File: config.mk
export PLATFORM = sky130hd
export DESIGN_NAME = scanline_irq_unit
export DESIGN_NICKNAME = d
export VERILOG_FILES = /design/src/rtl/scanirq_pkg.sv /design/src/rtl/fetch_run_detector.sv /design/src/rtl/starve_monitor.sv /design/src/rtl/frame_tracker.sv /design/src/rtl/irq_regs.sv /design/src/rtl/scanline_irq_unit.sv
export SDC_FILE = /design/constraint.sdc
export NUM_CORES = 1
export LEC_CHECK = 0
export BUFFER_PORTS_ARGS = -buffer_cell sky130_fd_sc_hd__clkbuf_2
export CORE_MARGIN = 3
export CORE_UTILIZATION = 30
export DETAILED_ROUTE_END_ITERATION = 10
export GPL_TIMING_DRIVEN = 0
export HOLD_SLACK_MARGIN = 0.08
export PLACE_DENSITY = 0.58
export SKIP_LAST_GASP = 1
export SYNTH_ARGS = -nofsm -noshare
export SYNTH_HDL_FRONTEND = slang
export SYNTH_HIERARCHICAL = 1
export SYNTH_SLANG_ARGS = --single-unit
export TNS_END_PERCENT = 5
File: constraint.sdc
create_clock -name clk -period 3.3 [get_ports clk]
set_input_delay 0.165 -clock clk [delete_from_list [all_inputs] [get_ports clk]]
set_output_delay 0.165 -clock clk [all_outputs]
set_load 0.005 [all_outputs]
File: src/rtl/scanirq_pkg.sv
package scanirq_pkg;

    localparam int PPU_AW      = 14;
    localparam int CPU_AW      = 16;
    localparam int DW          = 8;
    localparam int LINE_W      = 8;
    localparam int STARVE_CYC  = 3;
    localparam int A13_BIT     = 13;
    localparam int PEND_BIT    = 7;
    localparam int INFRM_BIT   = 6;
    localparam int EN_BIT      = 7;

    localparam logic [CPU_AW-1:0] REG_TARGET = 16'h5203;
    localparam logic [CPU_AW-1:0] REG_STATUS = 16'h5204;
    localparam logic [CPU_AW-1:0] VEC_LO     = 16'hFFFA;
    localparam logic [CPU_AW-1:0] VEC_HI     = 16'hFFFB;

    typedef enum logic [1:0] {
        RUN_EMPTY = 2'd0,
        RUN_ONE   = 2'd1,
        RUN_TWO   = 2'd2,
        RUN_MANY  = 2'd3
    } run_state_t;

    typedef struct packed {
        logic rd_status;
        logic wr_status;
        logic wr_target;
        logic rd_vector;
    } cpu_dec_t;

    function automatic cpu_dec_t decode_cpu(
        input logic              stb,
        input logic              rnw,
        input logic [CPU_AW-1:0] addr
    );
        cpu_dec_t d;
        d.rd_status = stb &  rnw & (addr == REG_STATUS);
        d.wr_status = stb & ~rnw & (addr == REG_STATUS);
        d.wr_target = stb & ~rnw & (addr == REG_TARGET);
        d.rd_vector = stb &  rnw & ((addr == VEC_LO) | (addr == VEC_HI));
        return d;
    endfunction

    function automatic run_state_t run_advance(input run_state_t s, input logic same);
        run_state_t n;
        if (!same || s == RUN_EMPTY) begin
            n = RUN_ONE;
        end else begin
            case (s)
                RUN_ONE: n = RUN_TWO;
                default: n = RUN_MANY;
            endcase
        end
        return n;
    endfunction

endpackage

File: src/rtl/fetch_run_detector.sv
module fetch_run_detector
    import scanirq_pkg::*;
#(
    parameter int AW = PPU_AW,
    parameter int QUAL_BIT = A13_BIT
) (
    input  logic          clk,
    input  logic          rst,
    input  logic          rd_stb,
    input  logic [AW-1:0] addr,
    output logic          line_hit
);

    logic [AW-1:0] last_q;
    run_state_t    run_q;
    logic          same;

    assign same     = (run_q != RUN_EMPTY) && (addr == last_q);
    assign line_hit = rd_stb && same && addr[QUAL_BIT] &&
                      (run_q == RUN_TWO || run_q == RUN_MANY);

    always_ff @(posedge clk) begin
        if (rst) begin
            last_q <= '0;
            run_q  <= RUN_EMPTY;
        end else if (rd_stb) begin
            last_q <= addr;
            run_q  <= run_advance(run_q, same);
        end
    end


    two_not_enough_chk: assert property (@(posedge clk) disable iff (rst)
        (rd_stb && run_q == RUN_ONE) |-> !line_hit);


    run_reaches_two_chk: assert property (@(posedge clk) disable iff (rst)
        (rd_stb && run_q == RUN_ONE && addr == last_q) |=> (run_q == RUN_TWO));

endmodule

File: src/rtl/starve_monitor.sv
module starve_monitor #(
    parameter int LIMIT = 3
) (
    input  logic clk,
    input  logic rst,
    input  logic cpu_stb,
    input  logic ppu_rd,
    output logic starve_now
);

    localparam int CW = $clog2(LIMIT + 1);
    localparam logic [CW-1:0] LAST = CW'(LIMIT - 1);

    logic [CW-1:0] idle_q;

    assign starve_now = cpu_stb && !ppu_rd && (idle_q == LAST);

    always_ff @(posedge clk) begin
        if (rst) begin
            idle_q <= '0;
        end else if (ppu_rd) begin
            idle_q <= '0;
        end else if (cpu_stb && idle_q != LAST) begin
            idle_q <= idle_q + 1'b1;
        end
    end

    generate
        if (LIMIT > 1) begin : g_reset_chk

            ppu_read_rearms_chk: assert property (@(posedge clk) disable iff (rst)
                ppu_rd |=> !starve_now);
        end
    endgenerate

endmodule

File: src/rtl/frame_tracker.sv
module frame_tracker
    import scanirq_pkg::*;
#(
    parameter int CW = LINE_W
) (
    input  logic          clk,
    input  logic          rst,
    input  logic          hit,
    input  logic          end_frame,
    output logic          in_frame,
    output logic [CW-1:0] line,
    output logic          line_evt,
    output logic [CW-1:0] line_next
);

    logic          in_frame_q;
    logic [CW-1:0] line_q;

    assign line_evt  = hit && !end_frame;
    assign line_next = in_frame_q ? line_q + 1'b1 : '0;
    assign in_frame  = in_frame_q;
    assign line      = line_q;

    always_ff @(posedge clk) begin
        if (rst) begin
            in_frame_q <= 1'b0;
            line_q     <= '0;
        end else if (end_frame) begin
            in_frame_q <= 1'b0;
            line_q     <= '0;
        end else if (hit) begin
            in_frame_q <= 1'b1;
            line_q     <= line_next;
        end
    end


    first_line_zero_chk: assert property (@(posedge clk) disable iff (rst)
        (hit && !end_frame && !in_frame_q) |=> (in_frame_q && line_q == '0));


    line_step_chk: assert property (@(posedge clk) disable iff (rst)
        (hit && !end_frame && in_frame_q) |=> (line_q == $past(line_q) + 1'b1));


    frame_end_chk: assert property (@(posedge clk) disable iff (rst)
        end_frame |=> (!in_frame_q && line_q == '0));

endmodule

File: src/rtl/irq_regs.sv
module irq_regs
    import scanirq_pkg::*;
#(
    parameter int CW = LINE_W,
    parameter int W  = DW
) (
    input  logic          clk,
    input  logic          rst,
    input  cpu_dec_t      dec,
    input  logic [W-1:0]  wdata,
    input  logic          line_evt,
    input  logic [CW-1:0] line_next,
    output logic          pending,
    output logic          enable
);

    logic [CW-1:0] target_q;
    logic          pend_q;
    logic          en_q;
    logic          set_evt;

    assign set_evt = line_evt && (line_next == target_q);
    assign pending = pend_q;
    assign enable  = en_q;

    always_ff @(posedge clk) begin
        if (rst) begin
            target_q <= '0;
            pend_q   <= 1'b0;
            en_q     <= 1'b0;
        end else begin
            if (dec.wr_target) target_q <= wdata[CW-1:0];
            if (dec.wr_status) en_q     <= wdata[EN_BIT];
            if (set_evt)            pend_q <= 1'b1;
            else if (dec.rd_status) pend_q <= 1'b0;
        end
    end


    pend_set_chk: assert property (@(posedge clk) disable iff (rst)
        set_evt |=> pend_q);


    ack_clears_chk: assert property (@(posedge clk) disable iff (rst)
        (dec.rd_status && !set_evt) |=> !pend_q);

endmodule

File: src/rtl/scanline_irq_unit.sv
module scanline_irq_unit
    import scanirq_pkg::*;
(
    input  logic              clk,
    input  logic              rst,
    input  logic              cpu_stb,
    input  logic [CPU_AW-1:0] cpu_addr,
    input  logic              cpu_rnw,
    input  logic [DW-1:0]     cpu_wdata,
    output logic [DW-1:0]     cpu_rdata,
    input  logic              ppu_stb,
    input  logic [PPU_AW-1:0] ppu_addr,
    input  logic              ppu_rnw,
    output logic              irq_n
);

    cpu_dec_t          dec;
    logic              ppu_rd;
    logic              line_hit;
    logic              starve_now;
    logic              end_frame;
    logic              in_frame;
    logic [LINE_W-1:0] line;
    logic              line_evt;
    logic [LINE_W-1:0] line_next;
    logic              pending;
    logic              enable;

    assign dec       = decode_cpu(cpu_stb, cpu_rnw, cpu_addr);
    assign ppu_rd    = ppu_stb && ppu_rnw;
    assign end_frame = starve_now || dec.rd_vector;

    fetch_run_detector #(.AW(PPU_AW), .QUAL_BIT(A13_BIT)) u_run (
        .clk      (clk),
        .rst      (rst),
        .rd_stb   (ppu_rd),
        .addr     (ppu_addr),
        .line_hit (line_hit)
    );

    starve_monitor #(.LIMIT(STARVE_CYC)) u_starve (
        .clk        (clk),
        .rst        (rst),
        .cpu_stb    (cpu_stb),
        .ppu_rd     (ppu_rd),
        .starve_now (starve_now)
    );

    frame_tracker #(.CW(LINE_W)) u_frame (
        .clk       (clk),
        .rst       (rst),
        .hit       (line_hit),
        .end_frame (end_frame),
        .in_frame  (in_frame),
        .line      (line),
        .line_evt  (line_evt),
        .line_next (line_next)
    );

    irq_regs #(.CW(LINE_W), .W(DW)) u_regs (
        .clk       (clk),
        .rst       (rst),
        .dec       (dec),
        .wdata     (cpu_wdata),
        .line_evt  (line_evt),
        .line_next (line_next),
        .pending   (pending),
        .enable    (enable)
    );

    always_comb begin
        cpu_rdata = '0;
        if (dec.rd_status) begin
            cpu_rdata[PEND_BIT]  = pending;
            cpu_rdata[INFRM_BIT] = in_frame && !end_frame;
        end
    end

    assign irq_n = ~(pending & enable);


    irq_needs_enable_chk: assert property (@(posedge clk) disable iff (rst)
        !irq_n |-> (enable && pending));


    ppu_write_inert_chk: assert property (@(posedge clk) disable iff (rst)
        (ppu_stb && !ppu_rnw && !cpu_stb) |=> $stable(line) && $stable(in_frame));

endmodule

# Yosys cells after proc, flatten, opt, wreduce, memory -nomap -nowiden
# Index checks and enable logic that the tools add are counted.
[word_totals] wordCells=59 in_bits=44 mem_bits_ro=0 memories=0 ramBits=0 output_inout_bits=9 register_bits=37 latchBits=0
[op_classes] n_addsub=2 n_eq_ne=11 shifts=0 bitwise_logic=10 reduce_logical=22 multipliers=0 div=0 mux=6 magnitude_cmp=0
[ops] cell="$eq 16x15->1 const B" n=2
[ops] cell="$eq 16x16->1 const B" n=2
[ops] cell="$eq 14x14->1" n=1
[ops] cell="$logic_and 1x1->1" n=11
[ops] cell="$add 8x1->8 const B" n=1
[ops] cell="$eq 8x8->1" n=1
[ops] cell="$mux 8" n=1
[ops] cell="$and 1x1->1" n=7
[ops] cell="$eq 2x2->1 const B" n=3
[ops] cell="$mux 2" n=2
[ops] cell="$reduce_bool 2->1" n=2
[ops] cell="$reduce_or 2->1" n=2
[ops] cell="$logic_not 1->1" n=3
[ops] cell="$logic_or 1x1->1" n=3
[ops] cell="$mux 1" n=3
[ops] cell="$add 2x1->2 const B" n=1
[ops] cell="$eq 2x1->1 const B" n=1
[ops] cell="$logic_not 2->1" n=1
[ops] cell="$ne 2x2->1 const B" n=1
[ops] cell="$not 1->1" n=2
[ops] cell="$or 1x1->1" n=1

# Depth between registers and ports, before layout
# Gate-level depths: netlist of run 1.
[logic_depth] depth_word=9 ltp_mapped=11

# By module
# The synthesis of run 1 kept the hierarchy.
[by_module_without_submodules] mod="fetch_run_detector" area_per_inst_um2=745.7 instances=1 seq_area_each_um2=320.3 cells_each=73
[by_module_without_submodules] mod="frame_tracker" area_per_inst_um2=549.3 instances=1 seq_area_each_um2=180.2 cells_each=71
[by_module_without_submodules] mod="irq_regs" area_per_inst_um2=440.4 instances=1 seq_area_each_um2=200.2 cells_each=44
[by_module_without_submodules] mod="scanline_irq_unit" area_per_inst_um2=231.5 instances=1 seq_area_each_um2=0.0 cells_each=33
[by_module_without_submodules] mod="starve_monitor" area_per_inst_um2=112.6 instances=1 seq_area_each_um2=40.0 cells_each=11

# Worst setup path after synthesis of run 1
# Ideal clock, no wire load.
[synth_path] kind="input-to-reg" start="input ppu_stb" end="register u_frame.line_q[6] (netlist: u_frame/line[6])" arrival_ps=2529 setup_slack_ps=680 stages=10 required_time_ps=3209 n_path_buf=2 cell_sequence="and2_1 > buf_6 > o21ai_1 > or4_4 > nor4_4 > and3_1 > buf_2 > inv_2 > or4_1 > a311oi_1"
[synth_rtl] element="start: declaration" line_no="scanline_irq_unit.sv:11" source="input logic ppu_stb,"
[synth_rtl] element="$logic_and 1x1->1" line_no="scanline_irq_unit.sv:30" source="assign ppu_rd = ppu_stb && ppu_rnw;"
[synth_rtl] element="$logic_and 1x1->1 (3 in a row)" line_no="fetch_run_detector.sv:19" source="assign line_hit = rd_stb && same && addr[QUAL_BIT] &&"
[synth_rtl] element="named net line_hit" line_no="scanline_irq_unit.sv:19" source="logic line_hit;"
[synth_rtl] element="end signal: assignment" line_no="frame_tracker.sv:33" source="line_q <= line_next;"
[synth_rtl] element="end: declaration" line_no="frame_tracker.sv:17" source="logic [CW-1:0] line_q;"
# The timed path passes the listed nets, and every way through them passes these cells.
# A chain may end at the register's enable or synchronous reset.

# Worst setup path after layout of run 1
[layout_path] start="register u_run.last_q[12]" end="register u_frame.line_q[6] (netlist: u_frame/line[6])"
[layout_via] elab_chain_cells=5
[layout_rtl] element="start: declaration" line_no="fetch_run_detector.sv:14" source="logic [AW-1:0] last_q;"
[layout_rtl] element="start signal: assignment" line_no="fetch_run_detector.sv:27" source="last_q <= addr;"
[layout_rtl] element="$eq 14x14->1" line_no="fetch_run_detector.sv:18" source="assign same = (run_q != RUN_EMPTY) && (addr == last_q);"
[layout_rtl] element="$logic_and 1x1->1" line_no="fetch_run_detector.sv:18"
[layout_rtl] element="$logic_and 1x1->1 (3 in a row)" line_no="fetch_run_detector.sv:19"
[layout_rtl] element="named net line_hit" line_no="scanline_irq_unit.sv:19"
# The timed path passes the listed nets, and every way through them passes these cells.

==> flow_summary_export.csv, run 1 <==
group,metric,value,unit
timing,finalWorstSetupSlack,0.558,ns
clock_network,cts_setup_buffers,0,
clock_network,clkTransAtPathRegs,0.08,ns
run_status,run_status,"complete, no violations",
min_path,holdPathStages,3,
timing,finalSetupTns,0,ns
layout,area_delta_synth_final,21.7,%
synthesis,yosysWarnings,6,
setup_path,r2r_start,"u_run/last_q[12]",
clock_network,cts_resized,0,
grt,grt_pass1_wl,7060,um
timing,finalClockSkew,0.00708,ns
setup_path,cp.required,3.49,ns
power_and_ir_drop,p_leak,1.00,nW
floorplanning,die_x,89.1,um
timing,final_hold_viol_count,0,
timing,fmax,0.365,GHz
route,wire_per_inst,11.8,um
synthesis,synth_cells,231,
route,drtIter0Drc,76,
timing,slew_viol_final,0,
timing,fin_crit_sh,83.1,%
setup_path,cp_max_fo,10,
run,maxCapViolations,0,
placement,postPlaceCellArea,2420,um^2
synthesis,synth_area,2070,um^2
placement,dpl.hpwl,3400,um
layout,drive_above_1_share,27.6,%
layout,num_antenna_cells,0,
layout,final_nets,335,
timing,setup_viol,0,
clock_network,hold_buffers,0,
clock_network,ctsRootBufferMaster,"clkbuf_8",
setup_path,r2r_slack,0.56,ns
setup_path,end_kind,"flop",
route,vias_per_cell,4.74,
placement,io_buffers,46,
grt,track_usage,11.2,%
timing,fin_hold_ws,0.112,ns
setup_path,worst_ep_arrival_time,2.93,ns
grt,antenna_found_initial,0,
timing,rsz0062_at_grt,"no",
power_and_ir_drop,pwr-share-seq,50.0,%
grt,grt_pass1_vias,1698,
power_and_ir_drop,p_sw_share,24.0,%
route,ant_nets,0,
floorplanning,placementRows,29,
grt,overflow,0,
clock_network,cts_tree,"yes",
clock_network,h-tree-depth,2,
clock_network,clkSinkCount,37,
power_and_ir_drop,irDropWorstVdd,232,uV
placement,pre_cts_ws,0.312,ns
min_path,min_path_type,"in2reg",
floorplanning,die_h,89.1,um
floorplanning,core_area,6530,um^2
timing,finalCriticalPeriod,2.74,ns
clock_network,cts_buffers,5,
route,firstDrtPassIters,4,
floorplanning,die_area,7940,um^2
route,wirelength,4310,um
route,drc,0,
placement,place.gp.congestion,0.760,
synthesis,syn_avg_cell_area,8.98,um^2
power_and_ir_drop,p_switching,0.223,mW
min_path,hp-start,"cpu_wdata[3]",
power_and_ir_drop,intPower,0.707,mW
min_path,min_to,"u_regs/target_q[3]",
setup_path,crit_type,"reg2reg",
grt,grt_start_max_net_pins,14,
setup_path,reg2reg_depth,8,
floorplanning,initial_core_util,31.7,%
setup_path,r2r_end,"u_frame/line[6]",
layout,finish.utilization,38.6,%
floorplanning,io_pins,53,
clock_network,clock_latency,0.28,ns
power_and_ir_drop,powerDensity,368,nW/um^2
power_and_ir_drop,power.share.clock,38.1,%
layout,design_area,2520,um^2
power_and_ir_drop,pwr-share-comb,11.9,%
clock_network,cts_buffer_depth,2,
route,vias,1741,
setup_path,start_kind,"flop",
## per-layer routing
layer | share of wire, % | GRT usage, % | vias to the layer above | routed length, um
met2 | 46 | 19.4 | 48 | 1990
met4 | 0.46 | 2.84 | 0 | 20
met3 | 7.3 | 3.69 | 2 | 314
met5 | 0 | 0 | - | 0
li1 | - | - | 905 | -
met1 | 46 | 13.3 | 786 | 1980
## power groups by stage
stage / registers [mW] / clock network (mW) / logic [mW]
2_1_floorplan: 0.474 / 0 / 0.0661
3_3_place_gp: 0.475 / 0 / 0.110
3_5_place_dp: 0.476 / 0 / 0.111
4_1_cts: 0.465 / 0.368 / 0.112
5_1_grt: 0.466 / 0.384 / 0.124
6_report: 0.465 / 0.355 / 0.110
## layout make-up
| type | count | area (um^2) |
|---|---|---|
| fill | 690 | 4010 |
| tap | 77 | 96.3 |
| clock buffer | 7 | 96.3 |
| inverter | 6 | 22.5 |
| buffer | 16 | 106 |
| timing repair buffer | 46 | 230 |
| sequential | 37 | 741 |
| clock inverter | 1 | 8.76 |
| multi-input combinational | 177 | 1220 |
## cells in the final DEF (no fill, tap or decap), types with 5 or more instances in the layout
cell type  count
nand3_1        8
xor2_1         6
dfxtp_1       37
xnor2_1       20
nand2_1       14
a21oi_1        7
conb_1         6
nand4_1        6
nor3_1         6
clkbuf_8       7
clkbuf_2      46
mux2i_1       26
inv_1          5
nor2_1        35
buf_4          7
## worst max path at each step
stage	start	slack, ns	depth (start not counted)	endpoint
2_1_floorplan	ppu_stb	0.68	10	u_frame/line[6]
3_3_place_gp	ppu_stb	0.36	11	u_frame/line[6]
3_5_place_dp	ppu_stb	0.31	11	u_frame/line[6]
4_1_cts	u_run/last_q[12]	0.54	8	u_frame/line[6]
5_1_grt	u_run/last_q[12]	0.39	8	u_frame/line[6]
6_report	u_run/last_q[12]	0.56	8	u_frame/line[6]
## per-stage QoR
step | std cells | total power, mW
final | 367 | 0.930
after global routing | 367 | 0.974
after CTS | 367 | 0.945
after detailed placement | 359 | 0.587
after global placement | 359 | 0.585
after floorplan | 236 | 0.540
## state kept, by name (all words and copies together), names as in the netlist
name and count:
u_run/last_q 14, u_frame/line 8, u_regs/target_q 8, u_run/run_q 2
u_starve/idle_q 2, u_frame/in_frame 1, u_regs/enable 1, u_regs/pending 1
## worst max-delay path, stage by stage (launching register included)
cell      delay (ns)
dfxtp_1         0.32
xor2_1          0.16
or4_4           0.55
nor4_4          0.33
and3_1          0.18
buf_2           0.18
inv_2           0.12
or4_1           0.53
a311oi_1        0.27
Note: power is estimated with default switching activity, not from simulation.
==> inputs of run 2 (changes only) <==
--- a/config.mk
+++ b/config.mk
@@ -11,7 +11,7 @@
 export DETAILED_ROUTE_END_ITERATION = 10
 export GPL_TIMING_DRIVEN = 0
 export HOLD_SLACK_MARGIN = 0.08
-export PLACE_DENSITY = 0.58
+export PLACE_DENSITY = 0.6
 export SKIP_LAST_GASP = 1
 export SYNTH_ARGS = -nofsm -noshare
 export SYNTH_HDL_FRONTEND = slang
==> constraint.sdc (replaced) <==
create_clock -name clk -period 2.2 [get_ports clk]
set_input_delay 0.11 -clock clk [delete_from_list [all_inputs] [get_ports clk]]
set_output_delay 0.11 -clock clk [all_outputs]
set_load 0.005 [all_outputs]
==> run 2 against run 1 <==
Against the previous run: the flow now finishes with violations (setup timing); wire length grew 1.6%; clock power grew 64%; cell area grew 5.3%; sequential power grew 50%; utilization grew 2.0 points; clock-buffer cell count shrank 1; worst hold slack lost 0.027 ns; cell count grew 3.3%; non-clock buffer count grew 12; sequential cell count is the same; register-to-register slack lost 0.59 ns; highest routed layer unchanged.
==> flow_summary_export.csv, run 2 (synthesis gave the netlist of run 1 again) <==
group,metric,value,unit
run,maxCapViolations,0,
route,ant_nets,0,
grt,grt_start_max_net_pins,14,
setup_path,start_kind,"flop",
floorplanning,placementRows,29,
setup_path,cpPeakStageDelay,0.50,ns
run_status,violations,"setup timing",
timing,slew_viol_final,0,
route,vias_per_cell,4.61,
route,drtIter0Drc,53,
timing,finalClockSkew,0.00712,ns
timing,setup_viol,2,
timing,fin_crit_sh,101,%
route,firstDrtPassIters,4,
floorplanning,io_pins,53,
layout,final_common_cell,"clkbuf_2",
setup_path,cp_max_fo,5,
grt,overflow,0,
power_and_ir_drop,irDropWorstVdd,316,uV
layout,n_fill_cell,673,
setup_path,worst_ep_arrival_time,2.42,ns
timing,finalWorstSetupSlack,-0.0287,ns
clock_network,h-tree-depth,2,
setup_path,r2r_slack,-0.03,ns
floorplanning,die_area,7940,um^2
timing,fin_hold_ws,0.0850,ns
layout,area_delta_synth_final,28.1,%
setup_path,crit_type,"reg2reg",
floorplanning,die_x,89.1,um
setup_path,path_cells,"xor2_1 > or4_4 > nor4_4 > and3_1 > buf_6 > inv_8 > or4_1 > a311oi_1",
min_path,min_path_type,"in2reg",
setup_path,cp.required,2.39,ns
placement,place.gp.congestion,0.767,
route,vias,1748,
layout,drive_above_1_share,28.8,%
setup_path,slowest_stage,"or4_4",
power_and_ir_drop,fin_total_pwr,1.45,mW
layout,regArea,743,um^2
route,wire_per_inst,11.6,um
floorplanning,core_area,6530,um^2
grt,antenna_found_initial,0,
route,drc,0,
power_and_ir_drop,powerDensity,548,nW/um^2
clock_network,clkSinkCount,37,
setup_path,critical_path.top_delay_family,"simple AND/OR/NAND/NOR gates",
timing,rsz0062_at_grt,"yes",
clock_network,ctsRootBufferMaster,"clkbuf_8",
clock_network,clkTransAtPathRegs,0.08,ns
layout,finish.utilization,40.7,%
layout,num_antenna_cells,0,
run_status,run_status,"finished, violations left",
clock_network,cts_buffers,5,
route,wirelength,4380,um
floorplanning,initial_core_util,31.7,%
grt,grt_pass1_wl,7360,um
placement,io_buffers,46,
layout,largest_reg_flops,14,
layout,layout_common_cells,"clkbuf_2 (46), nor2_1 (35), dfxtp_1 (35)",
setup_path,end_kind,"flop",
layout,multiInputGateArea,1220,um^2
clock_network,clock_latency,0.28,ns
placement,dpl.hpwl,3370,um
setup_path,path_buf_inv,2,
clock_network,cts_buffer_depth,2,
grt,track_usage,11.7,%
timing,final_hold_viol_count,0,
timing,fmax,0.449,GHz
layout,final_nets,347,
power_and_ir_drop,p_leak,1.06,nW
clock_network,cts_tree,"yes",
grt,grt_pass1_vias,1659,
floorplanning,die_h,89.1,um
layout,top_register,"u_run/last_q",
timing,finalCriticalPeriod,2.23,ns
-- run 2: where the power goes --
group	internal, mW	switching, mW
Combinational	0.0939	0.0826
Sequential	0.687	0.0108
Clock	0.340	0.240
Total	1.12	0.334
-- run 2: final timing paths --
kind                   start         endpoint  cells past startpoint
min reg2reg   u_regs/pending   u_regs/pending                      2
max          u_run/last_q[3]  u_frame/line[6]                      8
min              ppu_addr[1]  u_run/last_q[1]                      3
max reg2reg  u_run/last_q[3]  u_frame/line[6]                      8
-- run 2: cell type report --
class                   count  area share [%]
inverters                   6            1.13
repair buffers             58            12.7
plain buffers              16            4.24
flip-flops and latches     37            28.0
multi-input cells         177            46.1
well taps                  77            3.63
clock inverters             2            1.46
clock buffers               6            2.73
-- run 2: repair_timing --
action | in CTS | in global routing
setup endpoints to repair | 3 | 6
pin swaps | 4 | 4
gates resized for setup | 2 | 0
hold endpoints to repair | 7 | 0
buffers inserted | 3 | 2
hold buffers | 7 | 0
-- run 2: worst register-to-register path: stages, from the launching register on --
cell and delay, ns:
dfxtp_2 0.33, xor2_1 0.16, or4_4 0.50, nor4_4 0.16, and3_1 0.20, buf_6 0.14
inv_8 0.03, or4_1 0.39, a311oi_1 0.24
-- run 2: metrics by stage --
step,setup TNS [ns],cells,setup WS (ns),cell area [um^2]
3_3_place_gp,-0.579,359,-0.220,2430
2_1_floorplan,-0.000582,236,-0.000582,2110
6_report,-0.0496,379,-0.0287,2660
5_1_grt,-0.537,379,-0.136,2660
3_5_place_dp,-0.631,359,-0.235,2430
4_1_cts,-0.347,377,-0.115,2640
-- run 2: layer usage --
metal	global-route usage [%]	wire, um	up-vias
li1	-	-	931
met1	14.8	2090	783
met2	19.4	2050	32
met3	3.69	224	2
met4	3.25	19	0
met5	0	0	-
==> inputs of run 3 (changes only) <==
--- a/config.mk
+++ b/config.mk
@@ -6,12 +6,13 @@
 export NUM_CORES = 1
 export LEC_CHECK = 0
 export BUFFER_PORTS_ARGS = -buffer_cell sky130_fd_sc_hd__clkbuf_2
+export CELL_PAD_IN_SITES_DETAIL_PLACEMENT = 0
+export CELL_PAD_IN_SITES_GLOBAL_PLACEMENT = 1
 export CORE_MARGIN = 3
 export CORE_UTILIZATION = 30
 export DETAILED_ROUTE_END_ITERATION = 10
 export GPL_TIMING_DRIVEN = 0
-export HOLD_SLACK_MARGIN = 0.08
-export PLACE_DENSITY = 0.6
+export PLACE_DENSITY = 0.74
 export SKIP_LAST_GASP = 1
 export SYNTH_ARGS = -nofsm -noshare
 export SYNTH_HDL_FRONTEND = slang
==> run 3 against run 2 <==
Against the previous run: highest routed layer unchanged; worst setup slack got worse by 0.079 ns; clock power fell by 17%; the flow still finishes with violations (setup timing); power fell by 7.5%; maximum frequency fell by 3.4%; cell count fell by 3.2%.
==> flow_summary_export.csv, run 3 (synthesis gave the netlist of run 1 again) <==
group,metric,value,unit
route,vias,1726,
floorplanning,placementRows,29,
placement,dpl.hpwl,3350,um
clock_network,clock_latency,0.30,ns
min_path,min_path_type,"in2reg",
floorplanning,die_area,7940,um^2
setup_path,cp_max_fo,10,
layout,layout_common_cells,"clkbuf_2 (46), dfxtp_1 (36), nor2_1 (35)",
placement,placed_cells,359,
timing,rsz0062_at_grt,"yes",
setup_path,start_kind,"flop",
power_and_ir_drop,p_sw_share,25.9,%
clock_network,clkTransAtPathRegs,0.08,ns
timing,finalSetupTns,-0.235,ns
setup_path,cpPeakStageDelay,0.54,ns
grt,grt_pass1_vias,1650,
setup_path,crit_type,"reg2reg",
route,ant_nets,0,
route,wire_per_inst,11.4,um
power_and_ir_drop,fin_total_pwr,1.35,mW
route,wirelength,4200,um
run_status,violations,"setup timing",
route,firstDrtPassIters,4,
layout,final_nets,335,
route,vias_per_cell,4.70,
timing,finalWorstSetupSlack,-0.108,ns
timing,fin_hold_ws,0.0510,ns
power_and_ir_drop,powerDensity,533,nW/um^2
setup_path,worst_ep_arrival_time,2.51,ns
grt,overflow,0,
layout,fin_cells,367,
power_and_ir_drop,pwr-share-comb,12.4,%
power_and_ir_drop,pwr-share-seq,51.8,%
clock_network,h-tree-depth,2,
floorplanning,core_area,6530,um^2
layout,final_common_cell,"clkbuf_2",
timing,fin_crit_sh,105,%
layout,area_delta_synth_final,21.7,%
floorplanning,die_h,89.1,um
clock_network,cts_setup_buffers,0,
setup_path,end_kind,"flop",
grt,antenna_found_initial,0,
route,drtIter0Drc,63,
layout,num_antenna_cells,0,
layout,drive_above_1_share,28.3,%
clock_network,cts_tree,"yes",
layout,largest_reg_flops,14,
power_and_ir_drop,irDropWorstVdd,278,uV
placement,place.gp.congestion,0.792,
timing,finalCriticalPeriod,2.31,ns
clock_network,cts_resized,0,
grt,grt_start_max_net_pins,14,
placement,io_buffers,46,
power_and_ir_drop,power.share.clock,35.8,%
timing,final_hold_viol_count,0,
run_status,run_status,"finished, violations left",
setup_path,path_cells,"xor2_1 > or4_4 > nor4_4 > and3_1 > buf_6 > inv_6 > or4_1 > a311oi_1",
clock_network,clkSinkCount,37,
setup_path,slowest_stage,"or4_4",
floorplanning,die_x,89.1,um
power_and_ir_drop,p_switching,0.348,mW
clock_network,ctsRootBufferMaster,"clkbuf_8",
timing,slew_viol_final,0,
route,drc,0,
floorplanning,io_pins,53,
grt,grt_pass1_wl,7130,um
layout,top_register,"u_run/last_q",
timing,finalClockSkew,0.00932,ns
run,maxCapViolations,0,
timing,setup_viol,3,
clock_network,cts_buffer_depth,2,
clock_network,cts_buffers,5,
floorplanning,initial_core_util,31.7,%
setup_path,cp.required,2.41,ns
power_and_ir_drop,p_leak,0.997,nW
power_and_ir_drop,intPower,0.997,mW
grt,track_usage,11.5,%
timing,fmax,0.433,GHz
==> run 3: critical path: cells and delay by family (launching register included) <==
kind | cells | cell delay, ns
buf+inv | 2 | 0.20
compound gates | 1 | 0.24
flops | 1 | 0.33
simple gates | 4 | 1.33
xor+xnor | 1 | 0.13
==> run 3: final timing paths <==
check,endpoint,start,cells after the start,slack [ns]
hold reg to reg,u_regs/pending,u_regs/pending,2,0.49
hold / removal,u_regs/target_q[6],cpu_wdata[6],3,0.05
setup / recovery,u_frame/line[6],u_run/last_q[0],8,-0.11
setup reg to reg,u_frame/line[6],u_run/last_q[0],8,-0.11
==> run 3: routing by layer <==
| metal | up-vias | part of all wire (%) | track usage, % | routed length (um) |
|---|---|---|---|---|
| met5 | - | 0 | 0 | 0 |
| met4 | 0 | 1.1 | 4.06 | 46 |
| met3 | 5 | 5.8 | 3.50 | 243 |
| met2 | 35 | 46 | 19.2 | 1940 |
| met1 | 778 | 47 | 13.9 | 1970 |
| li1 | 908 | - | - | - |
==> run 3: metrics by stage <==
stage,area [um^2],setup WS [ns],utilization (%)
detailed placement,2430,-0.225,37.3
global route,2520,-0.221,38.6
finish,2520,-0.108,38.6
global placement,2430,-0.217,37.3
floorplan,2110,-0.000582,-
CTS,2520,-0.135,38.6
==> run 3: cell type report <==
class / count / area [um^2]
buffer: 16 / 113
clock buffer: 5 / 68.8
clock inverter: 3 / 21.3
fill: 689 / 4010
inverter: 6 / 27.5
multi-input combinational: 177 / 1220
sequential: 37 / 742
tap: 77 / 96.3
timing repair buffer: 46 / 230
==> run 3: timing repair <==
item / 4_1_cts / 5_1_grt
hold buffers: 0 / 0
pin swaps: 1 / 0
setup endpoints to repair: 3 / 5
==> run 3: power groups by stage <==
stage	Sequential, mW	Combinational, mW	Clock (mW)
after CTS	0.697	0.170	0.508
after global placement	0.712	0.167	0
after detailed placement	0.713	0.169	0
after global routing	0.699	0.187	0.541
after floorplan	0.711	0.100	0
final	0.697	0.166	0.481
